<file path="src/rtl/tcc_pkg.sv">
package tcc_pkg;

    typedef enum logic [2:0] {
        K_INT_TC    = 3'd0,
        K_ONESHOT   = 3'd1,
        K_RATE      = 3'd2,
        K_SQUARE    = 3'd3,
        K_SW_STROBE = 3'd4,
        K_HW_STROBE = 3'd5
    } kind_e;

    // Gate level gates the tick in these kinds
    function automatic logic gate_enables(kind_e k);
        return (k == K_INT_TC) || (k == K_RATE) ||
               (k == K_SQUARE) || (k == K_SW_STROBE);
    endfunction

    // Gate rising edge restarts the count in these kinds
    function automatic logic gate_retriggers(kind_e k);
        return (k == K_ONESHOT) || (k == K_RATE) ||
               (k == K_SQUARE) || (k == K_HW_STROBE);
    endfunction

    // OUT level at load or restart
    function automatic logic start_out(kind_e k, logic value_is_one);
        case (k)
            K_INT_TC, K_ONESHOT: return 1'b0;
            K_RATE:              return ~value_is_one;
            default:             return 1'b1;
        endcase
    endfunction

endpackage

</file>
<file path="src/rtl/tcc_mode_decode.sv">
module tcc_mode_decode
    import tcc_pkg::*;
(
    input  logic [2:0] mode_raw,
    output kind_e      kind
);
    // codes 6 and 7 alias the periodic kinds
    always_comb begin
        case (mode_raw)
            3'd6:    kind = K_RATE;
            3'd7:    kind = K_SQUARE;
            default: kind = kind_e'(mode_raw);
        endcase
    end
endmodule

</file>
<file path="src/rtl/tcc_gate_edge.sv">
module tcc_gate_edge (
    input  logic clk,
    input  logic rst_n,
    input  logic gate,
    output logic rise
);
    logic gate_d, gate_q;

    always_comb gate_d = gate;

    always_ff @(posedge clk or negedge rst_n) begin
        if (!rst_n) gate_q <= 1'b0;
        else        gate_q <= gate_d;
    end

    assign rise = gate & ~gate_q;
endmodule

</file>
<file path="src/rtl/tcc_count_steps.sv">
module tcc_count_steps #(
    parameter int W = 16
) (
    input  logic [W-1:0] cnt,
    input  logic [W-1:0] init,
    output logic [W-1:0] dec1,
    output logic [W-1:0] dec2,
    output logic [W-1:0] even_start,
    output logic         at_one,
    output logic         at_two
);
    localparam logic [W-1:0] ONE = W'(1);
    localparam logic [W-1:0] TWO = W'(2);

    always_comb begin
        dec1       = cnt - ONE;
        dec2       = cnt - TWO;
        even_start = {init[W-1:1], 1'b0};
        at_one     = (cnt == ONE);
        at_two     = (cnt == TWO);
    end
endmodule

</file>
<file path="src/rtl/tick_counter_channel.sv">
module tick_counter_channel
    import tcc_pkg::*;
#(
    parameter int W = 16
) (
    input  logic         clk,
    input  logic         rst_n,
    input  logic         tick_en,
    input  logic         gate_in,
    input  logic         load_stb,
    input  logic [W-1:0] load_val,
    input  logic [2:0]   load_mode,
    output logic [W-1:0] count_o,
    output logic         out_o
);
    localparam logic [W-1:0] ONE = W'(1);

    typedef struct packed {
        logic [W-1:0] cnt;
        logic [W-1:0] init;
        kind_e        kind;
        logic         out;
        logic         done;
    } state_t;

    state_t st_d, st_q;

    kind_e        ld_kind;
    logic         gate_rise;
    logic [W-1:0] dec1, dec2, even_start;
    logic         at_one, at_two;
    logic         count_en, restart;

    tcc_mode_decode u_dec (
        .mode_raw (load_mode),
        .kind     (ld_kind)
    );

    tcc_gate_edge u_gate (
        .clk   (clk),
        .rst_n (rst_n),
        .gate  (gate_in),
        .rise  (gate_rise)
    );

    tcc_count_steps #(.W(W)) u_steps (
        .cnt        (st_q.cnt),
        .init       (st_q.init),
        .dec1       (dec1),
        .dec2       (dec2),
        .even_start (even_start),
        .at_one     (at_one),
        .at_two     (at_two)
    );

    always_comb begin
        st_d     = st_q;
        count_en = tick_en & (gate_in | ~gate_enables(st_q.kind));
        restart  = gate_rise & gate_retriggers(st_q.kind);

        if (load_stb) begin
            // load wins over restart and tick
            st_d.kind = ld_kind;
            st_d.init = load_val;
            st_d.cnt  = (ld_kind == K_SQUARE) ? {load_val[W-1:1], 1'b0} : load_val;
            st_d.out  = start_out(ld_kind, load_val == ONE);
            st_d.done = 1'b0;
        end else if (restart) begin

            st_d.cnt  = (st_q.kind == K_SQUARE) ? even_start : st_q.init;
            st_d.out  = start_out(st_q.kind, st_q.init == ONE);
            st_d.done = 1'b0;
        end else if (count_en) begin
            case (st_q.kind)
                K_INT_TC, K_ONESHOT: begin
                    // wrap, R4 / R10 sticky rise at zero
                    st_d.cnt = dec1;
                    if (at_one) st_d.out = 1'b1;
                end
                K_RATE: begin

                    st_d.cnt = at_one ? st_q.init : dec1;
                    st_d.out = ~(st_d.cnt == ONE);
                end
                K_SQUARE: begin

                    if (at_two) begin
                        st_d.cnt = even_start;
                        st_d.out = ~st_q.out;
                    end else begin
                        st_d.cnt = dec2;
                    end
                end
                default: begin
                    // strobe kinds
                    st_d.cnt = dec1;
                    if (at_one && !st_q.done) begin
                        st_d.out  = 1'b0;
                        st_d.done = 1'b1;
                    end else begin
                        st_d.out = 1'b1;
                    end
                end
            endcase
        end
    end

    always_ff @(posedge clk or negedge rst_n) begin
        if (!rst_n) begin

            st_q.cnt  <= '0;
            st_q.init <= '0;
            st_q.kind <= K_INT_TC;
            st_q.out  <= 1'b0;
            st_q.done <= 1'b0;
        end else begin
            st_q <= st_d;
        end
    end

    assign count_o = st_q.cnt;
    assign out_o   = st_q.out;
endmodule

</file>
<file path="config.mk">
export PLATFORM = sky130hd
export DESIGN_NAME = tick_counter_channel
export DESIGN_NICKNAME = d
export VERILOG_FILES = /design/src/rtl/tcc_pkg.sv /design/src/rtl/tcc_mode_decode.sv /design/src/rtl/tcc_gate_edge.sv /design/src/rtl/tcc_count_steps.sv /design/src/rtl/tick_counter_channel.sv
export SDC_FILE = /design/constraint.sdc
export NUM_CORES = 1
export LEC_CHECK = 0
export CAP_MARGIN = 10
export CELL_PAD_IN_SITES_DETAIL_PLACEMENT = 1
export CELL_PAD_IN_SITES_GLOBAL_PLACEMENT = 2
export CORE_UTILIZATION = 34
export CTS_BUF_LIST = sky130_fd_sc_hd__clkbuf_2
export CTS_CLUSTER_DIAMETER = 50
export DETAILED_ROUTE_END_ITERATION = 10
export PLACE_DENSITY = 0.85
export SLEW_MARGIN = 25
export SYNTH_ARGS = -nofsm -noshare
export SYNTH_HDL_FRONTEND = slang
export SYNTH_SLANG_ARGS = --single-unit
export TNS_END_PERCENT = 100
</file>
<file path="constraint.sdc">
create_clock -name clk -period 3.7 [get_ports clk]
set_clock_uncertainty 0.2 [all_clocks]
set_input_delay 0.74 -clock clk [delete_from_list [all_inputs] [get_ports clk]]
set_output_delay 0.74 -clock clk [all_outputs]
set_load 0.05 [all_outputs]
</file>
Word-level counts from Yosys, hierarchy flattened
Index checks and enable logic that the tools add are counted.

$add $sub $neg: 2. Bitwise logic cells: 10. Equal/unequal tests: 18. Reductions and logical operators: 17. Muxes and demuxes: 20.

Operators by type and width (number): two-way mux 16 bit (5); == test 16 x 1 -> 1 bit (second input constant) (4); case mux 16 bit (2 select lines) (1); == test 16 x 2 -> 1 bit (second input constant) (1); subtractor 16 x 1 -> 16 bit (second input constant) (1); subtractor 16 x 2 -> 16 bit (second input constant) (1); == test 3 x 2 -> 1 bit (second input constant) (4); == test 3 bit (second input constant) (4); inequality test 4 bit (second input constant) (2); two-way mux 1 bit (7); == test 3 x 1 -> 1 bit (second input constant) (2); zero test 3 bit (2); logical OR 1 bit (6); two-way mux 2 bit (3); NOT 1 bit (6); case mux 3 bit (2 select lines) (1); AND reduction 3 bit (2); nonzero test 3 bit (2); case mux 1 bit (2 select lines) (2); OR reduction 2 bit (2); OR reduction 4 bit (1); bitwise AND 1 bit (3); inequality test 3 x 1 -> 1 bit (second input constant) (1); case mux 1 bit (3 select lines) (1); other kinds (3) (3).

Bits in registers: 38. Input port bits: 24. Word-level logic and storage cells: 73. Output and inout bits: 17.

Logic depth before layout (Yosys ltp)
Depth in word-level cells: 10. Depth in mapped cells: 11. Gate-level depth less buffers: 9.

Modules after synthesis
From an unflattened synthesis, not the netlist that was laid out.

Cell total of the unflattened synthesis: 452. Area, all modules: 3577.2 sq um.

Modules (own cells, without submodules): tick_counter_channel (area each 2810.2 sq um, cells each 346, sequential area each 925.9 sq um, times used 1); tcc_count_steps (area each 714.4 sq um, cells each 101, sequential area each 0.0 sq um, times used 1); tcc_gate_edge (area each 38.8 sq um, cells each 2, sequential area each 25.0 sq um, times used 1); tcc_mode_decode (area each 13.8 sq um, cells each 3, sequential area each 0.0 sq um, times used 1).

Worst setup path before layout
No wires, ideal clock.

Kind: register to register. Start: register, netlist name count_o[1]. End: register st_q (netlist bit out_o). Slack: 1.036 ns. Clock period less this slack: 2.664 ns. Cell stages (with the launch flop): 10. Data arrival time: 2.332 ns. Library setup time: 0.132 ns. Buffers on the path: 0. Required time: 3.368 ns. Cells stage by stage: dfrtp_1 inv_1 ha_1 nor3b_1 nand4_1 xor2_1 a31oi_1 or3b_1 o311ai_1 o21ai_1.

Longest elaborated chain between the ends: 8. Elaborated cells between the ends (all ways): 15. Those cells by class: add/sub (1); eq/ne (5); mux (6); bitwise (1); reduce/logical (2).

Ends and longest elaborated chain: subtractor 16 x 1 -> 16 bit / == test 16 x 1 -> 1 bit (equally long branches) (line tcc_count_steps.sv:16, tcc_count_steps.sv:19); two-way mux 16 bit (line tick_counter_channel.sv:82) `st_d.cnt = at_one ? st_q.init : dec1;`; == test 16 x 1 -> 1 bit (line tick_counter_channel.sv:83) `st_d.out = ~(st_d.cnt == ONE);`; NOT 1 bit (line tick_counter_channel.sv:83); case mux 1 bit (3 select lines) (line tick_counter_channel.sv:74) `case (st_q.kind)`; two-way mux 2 bit (line tick_counter_channel.sv:73) `end else if (count_en) begin`; two-way mux 2 bit (line tick_counter_channel.sv:68) `end else if (restart) begin`; two-way mux 2 bit (line tick_counter_channel.sv:61) `if (load_stb) begin`; end signal, assigned (line tick_counter_channel.sv:117) `st_q <= st_d;`; end, declared (line tick_counter_channel.sv:26) `state_t st_d, st_q;`.

Several ways; a longest one is shown, not always the timed one. The select of a mux whose other input is x is not followed. A chain may end at the register's enable or synchronous reset.

Final worst setup path
Start: register, netlist name count_o[1]. End: register st_q (netlist bit out_o).

Longest elaborated chain between the ends: 8. Elaborated cells between the ends (all ways): 15. Those cells by class: add/sub (1); eq/ne (5); mux (6); bitwise (1); reduce/logical (2).

Ends and longest elaborated chain (line): subtractor 16 x 1 -> 16 bit / == test 16 x 1 -> 1 bit (equally long branches) (tcc_count_steps.sv:16, tcc_count_steps.sv:19); two-way mux 16 bit (tick_counter_channel.sv:82); == test 16 x 1 -> 1 bit (tick_counter_channel.sv:83); NOT 1 bit (tick_counter_channel.sv:83); case mux 1 bit (3 select lines) (tick_counter_channel.sv:74); two-way mux 2 bit (tick_counter_channel.sv:73); two-way mux 2 bit (tick_counter_channel.sv:68); two-way mux 2 bit (tick_counter_channel.sv:61).

Several ways; a longest one is shown, not always the timed one. The select of a mux whose other input is x is not followed.

==> summary.txt <==
========================================================================================
Fmax                                                                           0.307 GHz
Status                                                                      finished clean
Growth of design area from synthesis to finish                                     14.0%
Total number of vias                                                               3,370
Summed area of non-filler cells in the final layout                           3680 sq um
Unrepaired setup endpoints after global routing                                       no
Worst endpoint data arrival time                                                 3.36 ns
Mux share of post-synthesis cell area                                              5.35%
Wire length on met1                                                              5410 um
Clock tree root driver cell                                                     clkbuf_2
Kind of critical path                                                         reg -> reg
Global-route wire length before repair                                         18,900 um
Post-synthesis sequential area ratio                                               29.5%
Violation count after the first detailed-routing iteration                           322
Tightest slew margin relative to the limit                                         54.3%
Combinational family with the most area after synthesis                     simple AND/OR/NAND/NOR gates
Fraction of the mapped netlist area in compound gates                              21.4%
Switching part of the total                                                        47.1%
Overall routed net length                                                      12,300 um
Launching element type of the critical path                                         flop
Fraction of registers with async set or reset after synthesis                       100%
Antenna-violating nets left                                                            0
Layout cell share with drive strength beyond 1                                     9.09%
Synth Cell Area                                                               3230 sq um
Core Util, Final                                                                   40.0%
Part of the power in the clock network                                             14.1%
Depth of the worst register-to-register path                                           8
Number of search-and-repair iterations in the first detailed-routing pass              5
Count of instances resized after the clock tree is built                               0
Average vias per placed instance                                                    6.24
Time the final worst path needs with I/O delays and setup                        3.25 ns
Maximum number of pins on one net before global-route repair                          39
Area fraction of the dominant cell type after synthesis                            29.5%
Nets in the synthesized netlist                                                      440
Setup Buffers After CTS                                                                0
Number of global-route vias before repair                                          3,273
Clock network latency to the later pin of the worst-skew pair                    0.43 ns
Static leakage                                                                   1.43 nW
HPWL Detailed                                                                    9100 um
Global-route total usage across every layer                                        25.4%
Routed wl met2                                                                   5820 um
Logic pwr share                                                                    45.3%
Final estimated routing congestion in global placement                             0.903
Critical Path End Type                                                              flop
Overflow left after global routing                                                     0
Reg2reg start                                                                 count_o[1]
Average routed wire per standard cell                                            22.8 um
Final setup viols                                                                      0
Power share of the sequential group                                                40.6%
Cell internal power dissipation                                                 0.759 mW
Tightest Hold Check Type                                                     in -> async
Clock transition at the registers of the reported paths                          0.24 ns
Number of antenna violations at the first check in global routing                      0
Post-synthesis xor/xnor area fraction                                              7.33%
Portion of the clock cycle consumed by the worst path in the final layout          87.9%
Synthesized instance count                                                           411
Post-synth top area cell                                                         dfrtp_1
Number of synthesized flops with an enable pin                                         0
Reg2reg end                                                                        out_o
Num rows                                                                              35
Post-detailed-route DRC marker count                                                   0
Number of synthesized register bits                                                   38
Width of the die                                                                 99.4 um
Number of warnings issued by yosys                                                     0
Count of input and output buffers                                                     40
Synth cell types                                                                      57
Number of levels in the clock H-tree                                                   2
Top_reg_cell synth                                                               dfrtp_1
Area enclosed by the die boundary                                             9880 sq um
Maximum fanout count along the critical path                                           7
CTS tree                                                                           built
Pwr per Cell Area                                                            390 nW/um^2
Switching power                                                                 0.677 mW
Initial standard-cell utilization of the core                                      35.1%
Antenna cell count                                                                     0
Adder-cell share of the synthesized area                                           1.94%
Most common cell after layout, fill and taps aside                               nand2_1
CTS max path bufs                                                                      2
Biggest area contributors in the synthesized netlist                        dfrtp_1, nand2_1, nor2_1
Number of buffers added to fix hold violations after cts                               0
Average cell area after synthesis                                             7.85 sq um
# nets final                                                                         457
Max capacitance violation total                                                        0
TritonCTS Buffers                                                                      5
Hold Fails Final Rpt                                                                   0
Routed met3 length                                                                772 um
Setup TNS                                                                           0 ns
Worst EP required                                                                3.81 ns
DR top layer                                                                        met4
Simple-Gate Fraction of Synth Area                                                 25.3%
Count of pins over their slew limit                                                    0
Worst setup slack for register-to-register paths                                 0.45 ns
Slew of the pin with the lowest slew margin                                     0.685 ns
Most frequent cells in the layout                                           nand2_1, nor2_1, clkdlybuf4s50_1, dfrtp_1, o21ai_0
Top Ports                                                                             41
Standard cell area after detailed placement                                   3630 sq um
Standard cell core area                                                       9200 sq um
Clk sink count                                                                        38
Vertical die dimension                                                           99.4 um
IR Drop Worst-Case VDD                                                            111 uV
========================================================================================
synth_stat cells, types with 4 or more instances:
cell       n
xnor2_1   10
o22ai_1    7
a31oi_1    9
buf_2      6
nand4_1    9
nor2_1    40
nand2b_1   5
clkbuf_1  21
nor3_1    16
mux2i_1    6
mux2_2    10
a211oi_1   7
nand2_1   41
a21oi_1   21
buf_4     17
inv_1     14
nor4_1    10
xor2_1    17
o221ai_1   7
o21ai_0   25
nor2b_1    4
nand3_1   12
dfrtp_1   38
ha_1       5
and2_1     4
area by class of cell:
class	count	area [sq um]
Clock inverter	2	8.76
Inverter	14	52.6
Timing Repair Buffer	56	518
Multi-Input combinational cell	313	1980
Tap cell	111	139
Clock buffer	6	30.0
Fill cell	1156	5520
Sequential cell	38	951
power by group through the flow:
stage | combinational, mW | sequential (mW) | clock, mW
final | 0.651 | 0.583 | 0.202
after global routing | 0.698 | 0.592 | 0.220
after CTS | 0.644 | 0.581 | 0.204
after detailed placement | 0.639 | 0.589 | 0
after global placement | 0.631 | 0.588 | 0
after floorplan | 0.506 | 0.525 | 0
state kept, by name (all words and copies together), names as in the netlist:
signal,flops
out_o,1
count_o,16
st_q,20
u_gate.gate_q,1
cell families after synthesis:
family / Yosys count
compound gates: 106
fa+ha+maj: 5
flops: 38
mux: 16
buf+inv: 60
simple gates: 159
xor+xnor: 27
stage by stage:
step                setup slack (ns)  hold WS (ns)  power [mW]  instances
finish                         0.447        0.0677        1.44        540
global placement               0.556         0.298        1.22        532
CTS                            0.515         0.263        1.43        540
detailed placement             0.423         0.322        1.23        532
floorplan                       1.04         0.244        1.03        411
global route                   0.283        0.0946        1.51        540
how the worst max path moves through the flow:
| stage | startpoint | endpoint | slack [ns] | depth (start not counted) |
|---|---|---|---|---|
| 6_report | count_o[1] | out_o | 0.45 | 8 |
| 5_1_grt | count_o[1] | out_o | 0.28 | 8 |
| 4_1_cts | count_o[1] | out_o | 0.52 | 8 |
| 3_5_place_dp | gate_in | count_o[12] | 0.42 | 7 |
| 3_3_place_gp | gate_in | count_o[12] | 0.56 | 7 |
| 2_1_floorplan | count_o[1] | out_o | 1.04 | 9 |
critical path, cell delays in order, from the launching register on:
cell,delay (ns)
dfrtp_1,0.49
inv_1,0.18
ha_1,0.16
nor4b_1,0.35
nand4_1,0.54
a211o_1,0.49
or3b_1,0.37
o311ai_1,0.27
o21ai_1,0.11
layer usage:
metal  GRT usage [%]  vias up
met5               0        -
met4            8.14        0
met3            3.51       25
met2            41.6      131
met1            34.6     1709
li1                -     1505
(Power assumes the default switching activity.)
